**config.mk**
```make
export PLATFORM = sky130hd
export DESIGN_NAME = fwd_write_port
export DESIGN_NICKNAME = d
export VERILOG_FILES = /design/src/rtl/fwd_write_port.sv
export SDC_FILE = /design/constraint.sdc
export NUM_CORES = 1
export LEC_CHECK = 0
export ABC_CLOCK_PERIOD_IN_PS = 3300
export BUFFER_PORTS_ARGS = -buffer_cell sky130_fd_sc_hd__buf_2
export CORE_MARGIN = 10
export CORE_UTILIZATION = 46
export CTS_BUF_LIST = sky130_fd_sc_hd__clkbuf_2 sky130_fd_sc_hd__clkbuf_4 sky130_fd_sc_hd__clkbuf_8
export CTS_CLUSTER_DIAMETER = 80
export DETAILED_ROUTE_END_ITERATION = 6
export GPL_ROUTABILITY_DRIVEN = 0
export PLACE_DENSITY = 0.74
export SYNTH_ARGS = -nofsm -noshare
export SYNTH_HDL_FRONTEND = slang
export SYNTH_SLANG_ARGS = --single-unit
```
**constraint.sdc**
```tcl
create_clock -name clk -period 3.3 [get_ports clk]
set_clock_uncertainty 0.05 [all_clocks]
set_input_delay 0.66 -clock clk [delete_from_list [all_inputs] [get_ports clk]]
set_output_delay 0.66 -clock clk [all_outputs]
set_load 0.005 [all_outputs]
```
**src/rtl/fwd_write_port.sv**
```systemverilog
module fwd_write_port #(
  parameter int AW = 32,
  parameter int DW = 32,
  parameter int NWIN = 4,
  parameter int WIN_SHIFT = 12,
  parameter logic [NWIN*AW-1:0] WIN_BASE =
    {32'h7000_0000, 32'h6000_0000, 32'h5000_0000, 32'h4000_0000},
  parameter logic [4:0] DATA_OFS = 5'h0B,
  parameter logic [4:0] ADDR_OFS = 5'h07,
  localparam int BW = DW / 8,
  localparam int WNW = (NWIN > 1) ? $clog2(NWIN) : 1
) (
  input  logic           clk,
  input  logic           rst_n,
  input  logic           up_start,
  input  logic [AW-1:0]  up_addr,
  input  logic [DW-1:0]  up_wdata,
  input  logic [BW-1:0]  up_be_n,
  output logic           up_ready,
  output logic           up_done,
  input  logic           lo_mode16,
  input  logic           lo_sel_n,
  input  logic           lo_rd_n,
  input  logic [4:0]     lo_ofs,
  input  logic           lo_adr1,
  input  logic           lo_ready_n,
  output logic           lo_attn_n,
  output logic [WNW-1:0] lo_win,
  output logic           lo_wr,
  output logic [BW-1:0]  lo_be_n,
  output logic [DW-1:0]  lo_dq,
  output logic           lo_dq_oe
);

  localparam int HW = DW / 2;
  localparam int TW = AW - WIN_SHIFT;

  logic [AW-1:0]   addr_q;
  logic [DW-1:0]   data_q;
  logic [BW-1:0]   be_q;
  logic [WNW-1:0]  win_q;
  logic            busy_q, done_q;
  logic [NWIN-1:0] hit_vec;
  logic            hit_any;
  logic [WNW-1:0]  hit_idx;

  for (genvar g = 0; g < NWIN; g++) begin : g_win
    assign hit_vec[g] = up_addr[AW-1:WIN_SHIFT] == WIN_BASE[g*AW+WIN_SHIFT +: TW];
  end

  always_comb begin
    hit_any = 1'b0;
    hit_idx = '0;
    for (int i = NWIN-1; i >= 0; i--) begin
      if (hit_vec[i]) begin
        hit_any = 1'b1;
        hit_idx = WNW'(i);
      end
    end
  end

  wire accept = up_start & ~busy_q;
  wire finish = busy_q & ~lo_ready_n;

  always_ff @(posedge clk or negedge rst_n) begin
    if (!rst_n) begin
      addr_q <= '0;
      data_q <= '0;
      be_q   <= '1;
      win_q  <= '0;
      busy_q <= 1'b0;
      done_q <= 1'b0;
    end else begin
      done_q <= finish;
      if (finish) busy_q <= 1'b0;
      if (accept) begin
        addr_q <= up_addr;
        if (hit_any) begin
          data_q <= up_wdata;
          be_q   <= up_be_n;
          win_q  <= hit_idx;
          busy_q <= 1'b1;
        end
      end
    end
  end

  assign up_ready  = ~busy_q;
  assign up_done   = done_q;
  assign lo_attn_n = ~busy_q;
  assign lo_wr     = busy_q;
  assign lo_win    = busy_q ? win_q : '0;
  assign lo_be_n   = busy_q ? be_q : '1;

  wire rd_act = ~lo_sel_n & ~lo_rd_n;
  wire pick_d = lo_ofs == DATA_OFS;
  wire pick_a = lo_ofs == ADDR_OFS;

  logic [DW-1:0] word, out16;
  assign word  = pick_d ? data_q : DW'(addr_q);
  assign out16 = {{(DW-HW){1'b0}}, (lo_adr1 ? word[DW-1:HW] : word[HW-1:0])};

  assign lo_dq_oe = rd_act & (pick_d | pick_a);
  assign lo_dq    = !lo_dq_oe ? '0 : (lo_mode16 ? out16 : word);

  a_r4_attn_from_start: assert property (@(posedge clk) disable iff (!rst_n)
    $fell(lo_attn_n) |-> $past(up_start && up_ready));
  a_r5_drive_gate: assert property (@(posedge clk) disable iff (!rst_n)
    lo_dq_oe |-> (!lo_sel_n && !lo_rd_n));
  a_r6_data_hold: assert property (@(posedge clk) disable iff (!rst_n)
    (!lo_attn_n && $past(!lo_attn_n)) |-> $stable(data_q));
  a_r7_done_cause: assert property (@(posedge clk) disable iff (!rst_n)
    up_done |-> $past(!lo_ready_n && !lo_attn_n));
  a_r7_done_pulse: assert property (@(posedge clk) disable iff (!rst_n)
    up_done |=> !up_done);
  a_r8_addr_hold: assert property (@(posedge clk) disable iff (!rst_n)
    (!up_ready && $past(!up_ready)) |-> $stable(addr_q));

endmodule

```
==> flow_summary.json <==
{
  "status": "complete, no violations",
  "p_leak_nw": 2.26,
  "grt_overflow": 0,
  "drive_gt1_frac": 0.619,
  "dp.cells": 477,
  "synth_top_family_by_area": "multiplexers",
  "crit_top_cell": "buf_2",
  "drt_iter0_markers": 47,
  "antenna_left": 0,
  "ir_drop_v": 0.000262,
  "async_flop_share": 1.00,
  "cts_sinks": 72,
  "synth_area_um2": 3590,
  "layout_setup_ws_ps": 228,
  "crit_chain": "buf_2 -> nand3b_4 -> or3b_2 -> buf_12 -> mux4_2 -> and2_1 -> buf_2",
  "pwr-share-seq": 0.500,
  "cts-htree-levels": 3,
  "r2r-start": "lo_wr",
  "hpwl_um": 6820,
  "slew_viol_final": 0,
  "netlist_instances": 264,
  "instances_no_fill": 494,
  "p_int_mw": 1.45,
  "worstReg2RegEnd": "data_q[0]",
  "slew_headroom": 0.403,
  "maxCapViolCount": 0,
  "cp-startpoint": "lo_ofs[4]",
  "yosys_warnings": 0,
  "grtUsageTotal": 0.158,
  "hold_buffers": 0,
  "synth_xor_area_frac": 0.00244,
  "vias": 2547,
  "antenna_found_initial": 0,
  "cts_root_buffer": "clkbuf_8",
  "rows": 32,
  "hold_ws_ps": 402,
  "initial_core_util": 0.470,
  "cts_buffer_depth": 2,
  "synth-simple-area-share": 0.105,
  "dp_slack_ps": 225,
  "power_switching_uw": 438,
  "port_buffers": 123,
  "vias_per_cell": 5.16,
  "cellPowerDensity_nw_per_um2": 419,
  "cp-start-kind": "primary input",
  "synthFlopType": "dfrtp_1",
  "hp-class": "primary input to asynchronous set/reset pin",
  "die_x_um": 108,
  "fin_setup_tns_ps": 0,
  "die_h_um": 108,
  "cts_buffers": 9,
  "yosys-mux-area-fraction": 0.329,
  "netSwitchingFraction": 0.231,
  "wire_per_inst_um": 18.7,
  "fillers": 669,
  "worst-setup-path-type": "primary input to output pin",
  "syn_avg_cell_area_um2": 13.6,
  "cp-end-kind": "output pin",
  "synth_nets": 345,
  "dpl-instance-area_um2": 4290,
  "period_needed_ps": 3070,
  "rrSetupSlack_ps": 1190,
  "die-area_um2": 11700,
  "grt_pass1_vias": 2911,
  "tritoncts": "yes",
  "grt_max_degree": 73,
  "max_freq_mhz": 326,
  "nets": 467,
  "first_pass_iters": 4,
  "multi_input_area_um2": 1660,
  "synthToLayoutAreaGrowth_pct": 25.7,
  "clkPwrFrac": 0.403,
  "drc_errors": 0,
  "postCtsSetupRepairBufs": 0,
  "crit_arrival_ps": 2360,
  "hold_viol_final": 0,
  "max_stage_delay_ps": 510,
  "regArea_um2": 1810,
  "coreArea_um2": 7650,
  "ys_ff_latch": 72,
  "clk_latency_ps": 330,
  "synthAdderAreaFrac": 0,
  "grt_pass1_wl_um": 14600,
  "cts_resized": 0,
  "synth_edf_count": 0,
  "drt_wl_total_um": 9240,
  "setup-violations-final": 0,
  "ys_types": 29,
  "pwr-share-comb": 0.098,
  "ys_seq_area_frac": 0.503,
  "rsz0062_at_grt": "false",
  "required_ps": 2590,
  "synth-compound-area-share": 0.0244,
  "fin_area_um2": 4520,
  "reg2reg_depth": 5,
  "num_io_pins": 124,
  "worstPathMaxFanout": 32,
  "worst_slew_pin_slew_ps": 896,
  "clk_pin_slew_ps": 70,
  "period_share": 0.931,
  "crit_slowest_cell": "or3b_2",
  "cp-endpoint": "lo_dq[12]"
}
## power by group through the flow
stage	logic, mW	clock network [mW]	registers [mW]
3_3_place_gp	0.182	0	0.961
5_1_grt	0.205	0.824	0.951
3_5_place_dp	0.187	0	0.963
4_1_cts	0.188	0.782	0.946
2_1_floorplan	0.0987	0	0.954
6_report	0.185	0.763	0.946
## metal layers
metal  wire (um)  up-vias  track usage
li1            -     1180            -
met1        3690     1278        0.178
met2        4700       81        0.270
met3         755        8       0.0660
met4          91        0       0.0405
met5           0        -            0
## worst max-delay path, delay by kind of cell
| family | cells | cell delay (ps) |
|---|---|---|
| and+or+nand+nor | 3 | 820 |
| buffers and inverters | 3 | 420 |
| muxes | 1 | 430 |
## final cells by class
class | count | share of cell area
diodes | 1 | 0.000554
clock buffers | 9 | 0.0274
clock inverters | 7 | 0.0211
inverters | 2 | 0.00166
multi-input cells | 172 | 0.369
flip-flops and latches | 72 | 0.400
well taps | 102 | 0.0283
repair buffers | 129 | 0.152
## per-stage QoR
stage           util  power [mW]
3_3_place_gp   0.562        1.14
2_1_floorplan      -        1.05
6_report       0.590        1.89
4_1_cts        0.590        1.92
3_5_place_dp   0.562        1.15
5_1_grt        0.590        1.98
## flip-flops by register name (all words and copies together) (netlist names)
name     cells
win_q        2
data_q      32
up_done      1
lo_wr        1
be_q         4
addr_q      32
## cell usage in the layout (no fill, tap or decap)
cell          n
a21o_1        1
a21oi_1      16
and2_1       18
and4_4        1
buf_12        2
buf_2       122
buf_4         5
bufinv_16     2
clkbuf_8      9
clkinv_2      2
clkinv_4      1
clkinvlp_4    1
dfrtp_1      68
dfstp_2       4
diode_2       1
inv_1         2
inv_6         1
mux2_2       61
mux2_4        9
mux4_2       16
nand2_1      33
nand2b_1      4
nand2b_2      1
nand3b_4      1
nor2_1        1
nor3b_2       1
nor4_1        2
nor4_2        1
nor4b_1       1
or2_1         1
or3b_2        1
or4_1         1
or4_4         1
xnor2_1       1
## worst min-delay path by stage
stage	cells after the start	end	slack [ps]
final	1	data_q[28]	400
after global routing	2	up_done	400
after CTS	1	lo_wr	410
after detailed placement	1	win_q[0]	440
after global placement	1	win_q[1]	430
after floorplan	0	addr_q[0]	310
## synth_stat cells, drive strengths merged, types with 2 or more instances
cell    count  area, um2
mux2       70        822
dfrtp      68       1700
nand2      33        124
and2       18        113
a21oi      16       80.1
mux4       16        360
clkbuf     10       37.5
buf         8       85.1
nand2b      5       31.3
dfstp       4        105
nor4        3       25.0
inv         2       7.51
or4         2       18.8
## cell families (layout without fill, tap and decap cells)
family,after synthesis,in the layout
compound gates,17,17
xor+xnor,1,1
buf+inv,20,147
flops,72,72
mux,86,86
other cells,0,1
simple gates,68,68
Power figures use the tool's default switching activity.
